[src/rtl/dsw_pkg.sv]
package dsw_pkg;
  typedef enum logic [2:0] {
    ST_IDLE   = 3'd0,
    ST_ARMED  = 3'd1,
    ST_ASLEEP = 3'd2,
    ST_WAKE   = 3'd3,
    ST_DONE   = 3'd4
  } dsw_state_e;
endpackage

[src/rtl/dsw_sync.sv]
// Resettable synchronizer chain for an asynchronous active-low request.
module dsw_sync #(
  parameter int STAGES = 2
) (
  input  logic clk,
  input  logic rst_n,
  input  logic d,
  output logic q
);
  logic [STAGES-1:0] chain;

  generate
    for (genvar i = 0; i < STAGES; i++) begin : g_stage
      if (i == 0) begin : g_first
        always_ff @(posedge clk or negedge rst_n) begin
          if (!rst_n) chain[0] <= 1'b1;
          else        chain[0] <= d;
        end
      end else begin : g_next
        always_ff @(posedge clk or negedge rst_n) begin
          if (!rst_n) chain[i] <= 1'b1;
          else        chain[i] <= chain[i-1];
        end
      end
    end
  endgenerate

  assign q = chain[STAGES-1];
endmodule

[src/rtl/dsw_regs.sv]
// Control/status register: arm bit, stabilization count, completion flag.
module dsw_regs #(
  parameter int CNT_W = 16,
  localparam int WD_W = CNT_W + 1,
  localparam int RD_W = CNT_W + 2
) (
  input  logic             clk,
  input  logic             rst_n,
  input  logic             wr_en,
  input  logic [WD_W-1:0]  wdata,
  input  logic             set_done,
  output logic             arm,
  output logic [CNT_W-1:0] count,
  output logic             complete,
  output logic [RD_W-1:0]  rdata
);
  always_ff @(posedge clk or negedge rst_n) begin
    if (!rst_n) begin
      arm   <= 1'b0;
      count <= '0;
    end else if (wr_en) begin
      arm   <= wdata[0];
      count <= wdata[WD_W-1:1];
    end
  end

  // Completion is raised by the sequencer; any write clears it.
  always_ff @(posedge clk or negedge rst_n) begin
    if (!rst_n)        complete <= 1'b0;
    else if (set_done) complete <= 1'b1;
    else if (wr_en)    complete <= 1'b0;
  end

  assign rdata = {count, complete, arm};

  assert_write_clears_R7: assert property (@(posedge clk) disable iff (!rst_n)
    (wr_en && !set_done) |=> !complete);

  assert_arm_follows_write_R8: assert property (@(posedge clk) disable iff (!rst_n)
    wr_en |=> (arm == $past(wdata[0])));
endmodule

[src/rtl/dsw_wake_timer.sv]
// Oscillator stabilization down-counter.
module dsw_wake_timer #(
  parameter int CNT_W = 16
) (
  input  logic             clk,
  input  logic             rst_n,
  input  logic             load,
  input  logic [CNT_W-1:0] load_val,
  input  logic             run,
  output logic             expired
);
  logic [CNT_W-1:0] cnt;

  always_ff @(posedge clk or negedge rst_n) begin
    if (!rst_n)                   cnt <= '0;
    else if (load)                cnt <= load_val;
    else if (run && cnt != '0)    cnt <= cnt - 1'b1;
  end

  assign expired = (cnt == '0);
endmodule

[src/rtl/dsw_fsm.sv]
// Sleep/wake state machine and enable decode.
module dsw_fsm
  import dsw_pkg::*;
(
  input  logic clk,
  input  logic rst_n,
  input  logic req_s,
  input  logic arm,
  input  logic wr_en,
  input  logic expired,
  input  logic complete,
  output logic timer_load,
  output logic timer_run,
  output logic set_done,
  output logic osc_en,
  output logic clk_en
);
  dsw_state_e state, state_nx;
  logic req_prev;
  logic req_fall;

  always_ff @(posedge clk or negedge rst_n) begin
    if (!rst_n) req_prev <= 1'b1;
    else        req_prev <= req_s;
  end

  assign req_fall = req_prev && !req_s;

  always_comb begin
    state_nx = state;
    unique case (state)
      ST_IDLE:   if (arm) state_nx = ST_ARMED;
      ST_ARMED:  if (!arm) state_nx = ST_IDLE;
                 else if (req_fall) state_nx = ST_ASLEEP;
      ST_ASLEEP: if (req_s) state_nx = ST_WAKE;
      ST_WAKE:   if (expired) state_nx = ST_DONE;
      ST_DONE:   if (wr_en) state_nx = ST_IDLE;
      default:   state_nx = ST_IDLE;
    endcase
  end

  always_ff @(posedge clk or negedge rst_n) begin
    if (!rst_n) state <= ST_IDLE;
    else        state <= state_nx;
  end

  assign timer_load = (state == ST_ASLEEP) && req_s;
  assign timer_run  = (state == ST_WAKE);
  assign set_done   = (state == ST_WAKE) && expired;
  assign osc_en     = (state != ST_ASLEEP);
  assign clk_en     = (state == ST_IDLE) || (state == ST_ARMED) || (state == ST_DONE);

  assert_sleep_needs_arm_R2: assert property (@(posedge clk) disable iff (!rst_n)
    $fell(osc_en) |-> $past(arm));

  assert_clk_needs_osc_R3: assert property (@(posedge clk) disable iff (!rst_n)
    !osc_en |-> !clk_en);

  assert_delay_holds_R5: assert property (@(posedge clk) disable iff (!rst_n)
    (state == ST_WAKE && !expired) |=> (state == ST_WAKE));

  assert_complete_with_clk_R6: assert property (@(posedge clk) disable iff (!rst_n)
    complete |-> clk_en);

  assert_wake_runs_out_R9: assert property (@(posedge clk) disable iff (!rst_n)
    (state == ST_WAKE) |=> (state == ST_WAKE || state == ST_DONE));
endmodule

[src/rtl/deep_sleep_seq.sv]
module deep_sleep_seq #(
  parameter int CNT_W       = 16,
  parameter int SYNC_STAGES = 2,
  localparam int WD_W = CNT_W + 1,
  localparam int RD_W = CNT_W + 2
) (
  input  logic            clk,
  input  logic            rst_n,
  input  logic            reg_wr_en,
  input  logic [WD_W-1:0] reg_wdata,
  output logic [RD_W-1:0] reg_rdata,
  input  logic            req_src_sel,
  input  logic            ext_sleep_n,
  input  logic            rtc_sleep_n,
  output logic            osc_en,
  output logic            clk_en
);
  logic             req_raw;
  logic             req_s;
  logic             arm;
  logic [CNT_W-1:0] count;
  logic             complete;
  logic             set_done;
  logic             timer_load;
  logic             timer_run;
  logic             expired;

  assign req_raw = req_src_sel ? rtc_sleep_n : ext_sleep_n;

  dsw_sync #(.STAGES(SYNC_STAGES)) u_sync (
    .clk(clk), .rst_n(rst_n), .d(req_raw), .q(req_s)
  );

  dsw_regs #(.CNT_W(CNT_W)) u_regs (
    .clk(clk), .rst_n(rst_n), .wr_en(reg_wr_en), .wdata(reg_wdata),
    .set_done(set_done), .arm(arm), .count(count), .complete(complete),
    .rdata(reg_rdata)
  );

  dsw_wake_timer #(.CNT_W(CNT_W)) u_timer (
    .clk(clk), .rst_n(rst_n), .load(timer_load), .load_val(count),
    .run(timer_run), .expired(expired)
  );

  dsw_fsm u_fsm (
    .clk(clk), .rst_n(rst_n), .req_s(req_s), .arm(arm), .wr_en(reg_wr_en),
    .expired(expired), .complete(complete), .timer_load(timer_load),
    .timer_run(timer_run), .set_done(set_done), .osc_en(osc_en),
    .clk_en(clk_en)
  );
endmodule

[config.mk]
export PLATFORM = sky130hd
export DESIGN_NAME = deep_sleep_seq
export DESIGN_NICKNAME = d
export VERILOG_FILES = /design/src/rtl/dsw_pkg.sv /design/src/rtl/dsw_sync.sv /design/src/rtl/dsw_regs.sv /design/src/rtl/dsw_wake_timer.sv /design/src/rtl/dsw_fsm.sv /design/src/rtl/deep_sleep_seq.sv
export SDC_FILE = /design/constraint.sdc
export NUM_CORES = 1
export LEC_CHECK = 0
export ABC_AREA = 1
export BUFFER_PORTS_ARGS = -buffer_cell sky130_fd_sc_hd__clkbuf_2
export CAP_MARGIN = 20
export CORE_MARGIN = 1
export CORE_UTILIZATION = 59
export DETAILED_ROUTE_END_ITERATION = 8
export MAX_ROUTING_LAYER = met4
export PLACE_DENSITY = 0.83
export SYNTH_ARGS = -nofsm -noshare
export SYNTH_HDL_FRONTEND = slang
export SYNTH_SLANG_ARGS = --single-unit
[constraint.sdc]
create_clock -name clk -period 2.89 [get_ports clk]
set_clock_uncertainty 0.15 [all_clocks]
set_input_delay 0.1445 -clock clk [delete_from_list [all_inputs] [get_ports clk]]
set_output_delay 0.1445 -clock clk [all_outputs]
set_load 0.005 [all_outputs]
# --- Word level (Yosys, flattened, before mapping) ---
# Cells that the tools add are included.
classes:
  mux: 12
  addsub: 1
  n_reduce_logical: 13
  eq_ne: 10
op_table:
  columns: ["op", "count"]
  rows:
  - ["16-bit two-way mux", 2]
  - ["3-bit two-way mux", 6]
  - ["16-bit zero test", 1]
  - ["16-bit nonzero test", 1]
  - ["16-bit by 1-bit subtractor with 16-bit output, second input constant", 1]
  - ["3-bit case mux with 5 select lines", 1]
  - ["3-bit by 2-bit == test with 1-bit output, second input constant", 2]
  - ["2-bit != test, second input constant", 3]
  - ["3-bit by 2-bit != test with 1-bit output, second input constant", 2]
  - ["5-bit AND reduction", 1]
  - ["1-bit logical AND", 4]
  - ["2-bit nonzero test", 2]
  - ["3-bit by 1-bit == test with 1-bit output, second input constant", 1]
  - ["3-bit == test, second input constant", 1]
  - ["3-bit zero test", 1]
  - ["1-bit two-way mux", 3]
  - ["1-bit logical OR", 2]
  - ["2-bit by 1-bit != test with 1-bit output, second input constant", 1]
  - ["1-bit zero test", 1]
totals:
  input_bits: 23
  regBits: 40
  wordCells: 44
  out_inout_bits: 20

# --- Logic depth before layout (Yosys ltp) ---
# Gate-level depths: netlist (run 1).
logic_depth:
  depth_word: 5
  ltp_mapped: 11
  ltp_nobuf: 11

# --- Hierarchy ---
# Synthesis (run 1) repeated with hierarchy kept, for this count alone.
hier_totals:
  cells_unflattened: 324
  hier_area_um2: 2443.6
by_module_without_submodules:
  columns: ["module", "seq_area_each_um2", "area_each_um2", "cells_each", "instances"]
  rows:
  - ["dsw_wake_timer", 400.4, 1255.0, 183, 1]
  - ["dsw_regs", 450.4, 845.8, 94, 1]
  - ["dsw_fsm", 101.3, 275.3, 41, 1]
  - ["dsw_sync", 52.6, 52.6, 2, 1]
  - ["deep_sleep_seq", 0.0, 15.0, 4, 1]

# --- Least setup slack after synthesis (run 1) ---
# OpenSTA, ideal clock, no wires.
synth_path:
  path_type: "flip-flop to flip-flop"
  startpoint: "register u_timer.cnt[0]"
  endpoint: "register u_timer.cnt[10]"
  stages_incl_launch_ff: 11
  t_required_ns: 2.624
  path_slack_ns: 1.224
  synth_period_minus_slack_ns: 1.666
  n_path_buf: 1
  arrival_time_ns: 1.400
  setup_time_ns: 0.116
  path_cell_list: "dfrtp_1 inv_1 ha_1 nand3_2 nor2_2 nand2_2 nand2_2 nand2_4 buf_6 nand2_1 nand2_1"
synth_via:
  elab_chain_cells: 3
  elab_cells_between_ends: 6
  cone_classes: "1 x add/sub; 2 x mux; 3 x reduce/logical"
synth_lines:
  columns: ["item", "line", "source"]
  rows:
  - ["start: declaration", "dsw_wake_timer.sv:12", "logic [CNT_W-1:0] cnt;"]
  - ["start signal: assignment", "dsw_wake_timer.sv:16", "else if (load) cnt <= load_val;"]
  - ["start signal: assignment", "dsw_wake_timer.sv:17", "else if (run && cnt != '0) cnt <= cnt - 1'b1;"]
  - ["16-bit by 1-bit subtractor with 16-bit output / 16-bit nonzero test (equally long branches)", "dsw_wake_timer.sv:17", null]
  - ["16-bit two-way mux / 1-bit logical AND (equally long branches)", "dsw_wake_timer.sv:17", null]
  - ["16-bit two-way mux / 2-bit nonzero test (equally long branches)", null, null]
# Parallel ways exist; a longest one is shown, timed or not. The select of a mux whose other input is x is not followed.
# A chain may end at the register's enable or synchronous reset.

# --- Worst setup path after layout (run 1) ---
layout_path:
  startpoint: "register u_timer.cnt[0]"
  endpoint: "register u_timer.cnt[6]"
# Same word-level chain as after synthesis.

==> run metrics, run 1 <==
final setup fails 0; I/O pins 43; Mapped Nets roughly 300; XOR/XNOR share of the synthesized area 0.807%; Slew HR roughly 37%; gr usage total ~30%; non-filler cells, final between 300 and 400; vias per cell between 5 and 6; via count around 2000; Layout area overhead 23.0%; Die Span Y ~63 µm; yosys warns 0; initial antenna violation count 0; main combinational cell family by area after synthesis simple AND/OR/NAND/NOR gates; slowest stage delay, CP around 0.40 ns; Detail Route Antenna Nets 0; DR iter-0 viols 94; largest net degree at the start of global routing 41; clk_lat worst skew 0.29 ns; Num CTS Buffers 5; CP max-delay cell dfrtp_1; Crit Path Class register to register; final core occ 77.5%; WL final just under 5000 µm; Max Clock Freq a little over 500 MHz; sequential share of the synthesized area a little under half; CP arrival 1.96 ns; Synth Instances between 200 and 300; Critical Path RT 2.92 ns; n_diodes 0; CTS resizes 0; placed cells 350; met3 Usage GRT 7.66%; Final Hold Viols 0; row count 21; Synth cell types 31; Period Utilization, post-route 66.8%; average cell area after synthesis between 8 and 9 µm²; Mapped Area about 2200 µm²; RSZ-0062 raised after global routing false; Area contributors post-synth dfrtp_1, nand2_1, mux2_2, nor2_1, nand3_1; total gr overflow 0; Synth Area in Compound Gates roughly 6.5%; crit-path max FO 15; layout cells sized above 1 ~26%; CTS root buf clkbuf_8; first-pass GRT wire length between 8000 and 9000 µm; crit end category register; initial core utilization 63.0%; vias in the first global route about 2000; setup TNS 0 ns; Bufs on Longest Clock Path 2; Synth Area in Adders less than 1%; PD cells around 880 nW/µm²; critical-path cell list inv_1 > ha_1 > nand3_2 > nor2_2 > nand2_2 > nand2_2 > nand2_4 > clkinv_4 > o21ai_0; global route hottest layer met2; top cell type's share of synthesized area a little over two fifths; Slew Viols, Final 0; fin crit period about 1.9 ns; Die ar. 3920 µm²; met1 GRT Util around 33%; flops & latches, synth 40; post-synth top area cell dfrtp_1; Num Clock Sinks 40; post-synthesis mux area share around 7.3%; # Post-CTS Setup Buffers 0; H-tree depth 2; Max Cap Viol 0; CTS tree built; post-synthesis simple-gate area fraction approximately 31%; VDD IR max roughly 0.57 mV; Clk pin slew, worst setup/hold paths about 0.070 ns; hold crit path type register to register; run status finished, final reports clean; core box area roughly 3400 µm²; Global Route met2 Usage between 50% and 60%; worst slew pin tran roughly 0.94 ns; nets@finish 355; hold buffer count at cts 20; cell with the most instances on the worst path nand2_2; Die Wd between 60 and 70 µm; Avg WL per Cell 13.2 µm; drt pass-1 iters 4; startpoint types register; IO buf count 42; post-DP HPWL roughly 3200 µm; final estimated routing congestion in global placement around 0.9; Lkg Pwr 1.36 nW; Residual DRC 0
## path summary, 6_finish.rpt
kind,start,endpoint,slack (ns),depth (start not counted)
max in group asynchronous,rst_n,u_timer.cnt[14],1.64,2
hold / removal,u_sync.chain[0],u_sync.q,0.21,0
setup / recovery,u_timer.cnt[0],u_timer.cnt[6],0.96,9
hold reg to reg,u_sync.chain[0],u_sync.q,0.21,0
min in group asynchronous,rst_n,u_regs.arm,0.37,2
setup reg to reg,u_timer.cnt[0],u_timer.cnt[6],0.96,9
## registers in the layout, summed over array words and instances, names as in the netlist
register         cells
u_fsm.req_prev       1
u_fsm.state          3
u_regs.arm           1
u_regs.complete      1
u_regs.count        16
u_sync.chain         1
u_sync.q             1
u_timer.cnt         16
## report_power, final
part | internal [mW] | switching (mW)
registers | 0.705 | 0.145
logic | 0.394 | 0.715
clock network | 0.194 | 0.190
## cell usage in the layout, fill, tap and decap left out, types with 2 or more instances in the layout
cell           instances
dfstp_2                3
inv_1                 18
mux2_2                14
o21ai_0               13
nor2_2                 4
nand2_2                3
xor2_1                 2
clkbuf_2              42
clkbuf_8               6
o21ai_1                2
nor2_1                28
o21ai_2                3
nand3b_1               2
dlygate4sd3_1         20
a21oi_1                5
nand3_1               18
inv_2                  4
nand3_2                2
dfrtp_1               37
nand4_1                3
nand2_1               92
## worst max-delay path: cells and delay by family (launching register included)
family / cells / cell delay (ns)
buf+inv: 2 / 0.29
flops: 1 / 0.40
simple gates: 5 / 0.62
fa+ha+maj: 1 / 0.26
compound gates: 1 / 0.10
## metrics by stage
stage               hold WS [ns]  setup slack [ns]  instance area (µm²)  power, mW
floorplan                 -0.301              1.22                 2170       1.71
CTS                        0.208             0.975                 2670       2.32
finish                     0.210             0.961                 2670       2.34
global placement           0.193              1.12                 2370       1.88
detailed placement         0.183              1.01                 2370       1.91
global route               0.218             0.843                 2670       2.55
## cell type report
class                      instances  area, µm²
multi-input combinational        198       1010
sequential                        40       1000
fill                             226        774
timing repair buffer              62        410
inverter                          24       95.1
clock buffer                       7       86.3
tap                               46       57.6
clock inverter                     1       7.51
## cells by family after synthesis
group,Yosys count
AND/OR/NAND/NOR,156
flip-flops,40
multiplexers,14
XOR/XNOR,2
adder cells (fa/ha/maj),1
AO/OA/AOI/OAI,25
buffers and inverters,33
## metal layers
layer | wire (µm) | up-vias | part of all wire [%]
met5 | 0 | - | 0
met4 | 74 | 0 | 1.5
met3 | 295 | 9 | 5.9
met2 | 2560 | 70 | 51
met1 | 2040 | 894 | 41
li1 | - | 980 | -
## Yosys cell counts
master    instances
nor3_1            1
a21oi_1           5
o21ai_1           2
nand3_2           2
o21ai_0          13
buf_4             3
o21ai_2           3
buf_6             2
clkinv_4          1
or2_2             1
nand4_1           3
nand3_4           1
dfstp_2           3
nor2_2            4
nand2_2           3
mux2_2           14
nand2_1          92
inv_1            18
xor2_1            2
dfrtp_1          37
ha_1              1
o22ai_1           1
nand2_4           1
inv_2             4
clkbuf_1          1
buf_2             3
nand3_1          18
o211ai_1          1
nor2_1           28
clkinv_1          1
nand3b_1          2
(Power assumes the default switching activity.)
==> run 2: changes to the inputs <==
--- a/config.mk
+++ b/config.mk
@@ -5,14 +5,14 @@
 export SDC_FILE = /design/constraint.sdc
 export NUM_CORES = 1
 export LEC_CHECK = 0
-export ABC_AREA = 1
+export ABC_AREA = 0
 export BUFFER_PORTS_ARGS = -buffer_cell sky130_fd_sc_hd__clkbuf_2
 export CAP_MARGIN = 20
 export CORE_MARGIN = 1
-export CORE_UTILIZATION = 59
+export CORE_UTILIZATION = 48
 export DETAILED_ROUTE_END_ITERATION = 8
 export MAX_ROUTING_LAYER = met4
-export PLACE_DENSITY = 0.83
+export PLACE_DENSITY = 0.72
 export SYNTH_ARGS = -nofsm -noshare
 export SYNTH_HDL_FRONTEND = slang
 export SYNTH_SLANG_ARGS = --single-unit
==> constraint.sdc (replaced) <==
create_clock -name clk -period 1.65 [get_ports clk]
set_clock_uncertainty 0.15 [all_clocks]
set_input_delay 0.0825 -clock clk [delete_from_list [all_inputs] [get_ports clk]]
set_output_delay 0.0825 -clock clk [all_outputs]
set_load 0.005 [all_outputs]
==> run metrics, run 2 <==
Detail Route Antenna Nets 0; Main synth FF type dfrtp_1; gr usage total roughly a quarter; Num Clock Sinks 40; final estimated routing congestion in global placement 0.877; CP arrival about 2.1 ns; crit path launch u_timer.cnt[10]; Placed Area between 2000 and 3000 µm²; most frequent cells in the layout buf_4, clkbuf_2, dfrtp_1, dlygate4sd3_1, mux2_2; Sequential Power Share between 30% and 40%; Slew Viols, Final 0; Area contributors post-synth dfrtp_1, mux2_2, dfstp_2, a31oi_1, nor4_4; clk_lat worst skew approximately 0.30 ns; Die Wd between 60 and 70 µm; final setup fails 20; final core occ slightly below 80%; layout cells sized above 1 54.2%; share of total power in the clock network between 10% and 20%; post-synth top area cell dfrtp_1; row count 23; setup TNS -5.75 ns; Synth cell types 46; I/O pins 43; Critical Path RT 1.72 ns; crit end category register; initial antenna violation count 0; average cell area after synthesis about 11 µm²; non-filler cells, final approximately 350; Min Hold Slack around 0.018 ns; PD cells around 1400 nW/µm²; Pwr Total 4.39 mW; combinational fraction of design power between 40% and 50%; Max Cap Viol 0; top cell type's share of synthesized area 46.1%; Sw Pwr 1.57 mW; CTS root buf clkbuf_8; CTS tree built; vias in the first global route ~1700; Bufs on Longest Clock Path 2; number of synthesized flops with an enable pin 0; Die ar. roughly 4400 µm²; RSZ-0062 raised after global routing true; r2r startpoint u_timer.cnt[10]; Num CTS Buffers 5; Largest regs u_regs.count x16, u_timer.cnt x16, u_fsm.state x3; H-tree depth 2; Lkg Pwr ~1.4 nW; largest net degree at the start of global routing 25; Slew HR 69.7%; most common cell after layout, fill and taps aside buf_4; total gr overflow 0; initial core utilization 50.2%; top cell types by occurrence after synthesis dfrtp_1, mux2_2, nor2_1; startpoint types register; Max Clock Freq approximately 500 MHz; Crit Path Class register to register; Synth Instances roughly 180; Layout area overhead 55.7%; Min-Delay Startpoint reg_wr_en; Finished Cell Area 3130 µm²; nets@finish around 320; Place WS -0.329 ns; failing checks setup timing; asr flop ratio synth 100%; Final Hold Viols 0; fin crit period 2.02 ns; Period Utilization, post-route 122%; Clk pin slew, worst setup/hold paths roughly 0.080 ns; n_diodes 0; Avg WL per Cell roughly 16 µm; worst slew pin tran 0.455 ns; crit-path max FO 4; via count ~1900; run status complete, but fails checks; Mapped Nets between 200 and 250; yosys warns 0; Net Sw Frac 35.8%; Mapped Area between 2000 and 2500 µm²; drt pass-1 iters 4; flops & latches, synth 40; post-DP HPWL around 3400 µm; sequential share of the synthesized area between 50% and 60%; hold crit path type primary input to register; IO buf count 42; core box area 4000 µm²; min setup slack post-route -0.369 ns; VDD IR max 0.752 mV; placed cells 298; Int Pwr around 2.8 mW; count leader, synth dfrtp_1; first-pass GRT wire length between 8000 and 9000 µm; WL final about 5600 µm; vias per cell 5.42; Die Span Y between 60 and 70 µm; DR iter-0 viols approximately 140; Residual DRC 0
-- run 2: changes by cell type after synthesis, moves of 6 or more --
cell / change
a31oi_1: +12
inv_1: -14
nand2_1: -85
nand3_1: -12
nor2_1: -14
or3_1: +7
or4_1: +6
-- run 2: layout make-up --
type / instances / area, µm²
Timing Repair Buffer: 117 / 873
Sequential cell: 40 / 1010
Inverter: 4 / 15.0
Fill cell: 247 / 871
Clock inverter: 2 / 35.0
Clock buffer: 6 / 72.6
Multi-Input combinational cell: 126 / 1060
Tap cell: 50 / 62.6
-- run 2: path summary, 6_finish.rpt --
kind,endpoint,slack (ns),cells after the start
min in group asynchronous,u_timer.cnt[11],0.11,2
worst min-delay path,u_regs.complete,0.02,2
worst min register to register,u_sync.q,0.21,0
max in group asynchronous,u_timer.cnt[9],0.75,3
worst max-delay path,u_timer.cnt[12],-0.37,5
worst max register to register,u_timer.cnt[12],-0.37,5
-- run 2: layer usage --
metal | global-route usage (%) | wire length, µm | vias to the layer above
met3 | 5.82 | 234 | 7
met4 | 10.6 | 79 | 0
met2 | 42.3 | 2860 | 54
li1 | - | - | 907
met5 | - | 0 | -
met1 | 31.5 | 2430 | 902
-- run 2: power by group through the flow --
stage | sequential (mW) | clock (mW) | combinational (mW)
global placement | 1.51 | 0 | 1.50
global route | 1.58 | 0.832 | 2.22
floorplan | 1.52 | 0 | 0.785
CTS | 1.52 | 0.793 | 1.81
finish | 1.55 | 0.792 | 2.05
detailed placement | 1.53 | 0 | 1.53
-- run 2: kinds of logic after synthesis --
family / share of synthesized area [%]
AO/OA/AOI/OAI: 12.2
AND/OR/NAND/NOR: 22.7
multiplexers: 10.6
adder cells (fa/ha/maj): 0.623
buffers and inverters: 3.86
flip-flops: 50.0
-- run 2: timing repair --
action,4_1_cts,5_1_grt
pin swaps,12,14
gates cloned,0,0
buffers inserted,11,8
endpoints found under the setup margin,20,20
hold buffers,20,0
gates resized for setup,22,23
endpoints found under the hold margin,58,0
-- run 2: critical path, cell delays in order, from the launching register on --
cell	delay [ns]
dfrtp_2	0.46
nor4_4	0.39
buf_4	0.18
o211ai_1	0.07
or4_4	0.52
a31oi_1	0.16
==> run 3: changes to the inputs <==
--- a/config.mk
+++ b/config.mk
@@ -13,6 +13,7 @@
 export DETAILED_ROUTE_END_ITERATION = 8
 export MAX_ROUTING_LAYER = met4
 export PLACE_DENSITY = 0.72
+export RECOVER_POWER = 100
 export SYNTH_ARGS = -nofsm -noshare
 export SYNTH_HDL_FRONTEND = slang
 export SYNTH_SLANG_ARGS = --single-unit
==> run metrics, run 3 (synthesized netlist as in run 2, its figures left out) <==
clk_lat worst skew ~0.30 ns; WL final about 5600 µm; H-tree depth 2; initial antenna violation count 0; largest net degree at the start of global routing 25; Global Route met2 Usage between 40 and 50%; Min Hold Slack approximately 0.018 ns; CP arrival 2.09 ns; via count about 1900; Crit Path Class register to register; Lkg Pwr between 1 and 1.5 nW; global route hottest layer met2; vias in the first global route 1739; Bufs on Longest Clock Path 2; Worst R2R Setup Slack -0.37 ns; non-filler cells, final between 300 and 400; Period Utilization, post-route 122%; nets@finish 318; CTS root buf clkbuf_8; drt pass-1 iters 4; VDD IR max between 0.7 and 0.8 mV; Num CTS Buffers 5; n_diodes 0; post-DP HPWL around 3400 µm; Final Hold Viols 0; Largest regs u_regs.count x16, u_timer.cnt x16, u_fsm.state x3; Min-Delay Startpoint reg_wr_en; Hold Path End u_regs.complete; hold path depth 2; final estimated routing congestion in global placement 0.877; length in cells of the worst reg-to-reg path 5; startpoint types register; first-pass GRT wire length between 8000 and 9000 µm; I/O pins 43; Detail Route Antenna Nets 0; min setup slack post-route -0.368 ns; Die Span Y approximately 67 µm; DR iter-0 viols about 150; CTS tree built; core box area between 4000 and 5000 µm²; final setup fails 20; crit-path max FO 4; met1 GRT Util between 30% and 40%; run status complete, but fails checks; PD cells between 1000 and 1500 nW/µm²; Pwr Total about 4.4 mW; Max Cap Viol 0; r2r startpoint u_timer.cnt[10]; Die ar. around 4400 µm²; final core occ ~78%; Clk pin slew, worst setup/hold paths around 0.080 ns; initial core utilization 50.2%; failing checks setup timing; Layout area overhead 54.5%; total gr overflow 0; fin crit period 2.02 ns; Die Wd 66.7 µm; Slew HR around 40%; IO buf count 42; Max Clock Freq 495 MHz; RSZ-0062 raised after global routing true; most frequent cells in the layout buf_4, clkbuf_2, dfrtp_1, dlygate4sd3_1, mux2_2; Critical Path RT ~1.7 ns; layout cells sized above 1 around 51%; most common cell after layout, fill and taps aside buf_4; Residual DRC 0; gr usage total a little over a quarter; row count 23; vias per cell between 5 and 6; R2R Path End u_timer.cnt[12]; Avg WL per Cell 16.2 µm; Num Clock Sinks 40; Slew Viols, Final 0; placed cells 298; worst slew pin tran 0.893 ns; met3 Usage GRT slightly below 6%; hold crit path type primary input to register; crit end category register
run 3: worst max-delay path by stage:
stage	from	end	cells after the start	slack (ns)
floorplan	u_timer.cnt[11]	u_timer.cnt[15]	4	-0.25
global placement	u_timer.cnt[10]	u_timer.cnt[12]	4	-0.30
detailed placement	u_timer.cnt[9]	u_timer.cnt[0]	5	-0.33
CTS	u_timer.cnt[9]	u_timer.cnt[1]	5	-0.31
global route	u_timer.cnt[6]	u_timer.cnt[12]	6	-0.45
finish	u_timer.cnt[10]	u_timer.cnt[12]	5	-0.37
run 3: layout make-up:
| class | instances | area, µm² |
|---|---|---|
| Clock buffer | 6 | 72.6 |
| Clock inverter | 2 | 35.0 |
| Fill cell | 254 | 896 |
| Inverter | 4 | 15.0 |
| Multi-Input combinational cell | 126 | 1060 |
| Sequential cell | 40 | 1010 |
| Tap cell | 50 | 62.6 |
| Timing Repair Buffer | 117 | 848 |
run 3: stage by stage:
step	setup TNS (ns)	instance area (µm²)	setup WS [ns]
CTS	-4.50	2980	-0.315
global route	-10.24	3100	-0.452
floorplan	-2.91	2010	-0.251
global placement	-4.48	2510	-0.302
detailed placement	-5.14	2510	-0.329
finish	-5.76	3100	-0.368
run 3: repair_timing:
action	in CTS	in global routing
hold endpoints to repair	58	0
pin swaps	12	14
hold buffers	20	0
setup buffers	11	8
resized for setup	22	23
endpoints found under the setup margin	20	20
run 3: metal layers:
metal  up-vias  share of wire (%)
met1       904                 43
met4         0                1.7
met3         9                4.7
met5         -                  0
met2        65                 51
li1        909                  -
run 3: power breakdown:
group	internal [mW]	switching, mW	leakage, nW
clock	0.449	0.342	0.0552
combinational	1.10	0.932	0.839
sequential	1.26	0.296	0.457
total	2.81	1.57	1.35
run 3: worst max-delay path, cell delays in order, from the launching register on:
cell and delay (ns):
dfrtp_2 0.46, nor4_4 0.39, buf_4 0.18, o211ai_1 0.07
or4_4 0.52, a31oi_1 0.16
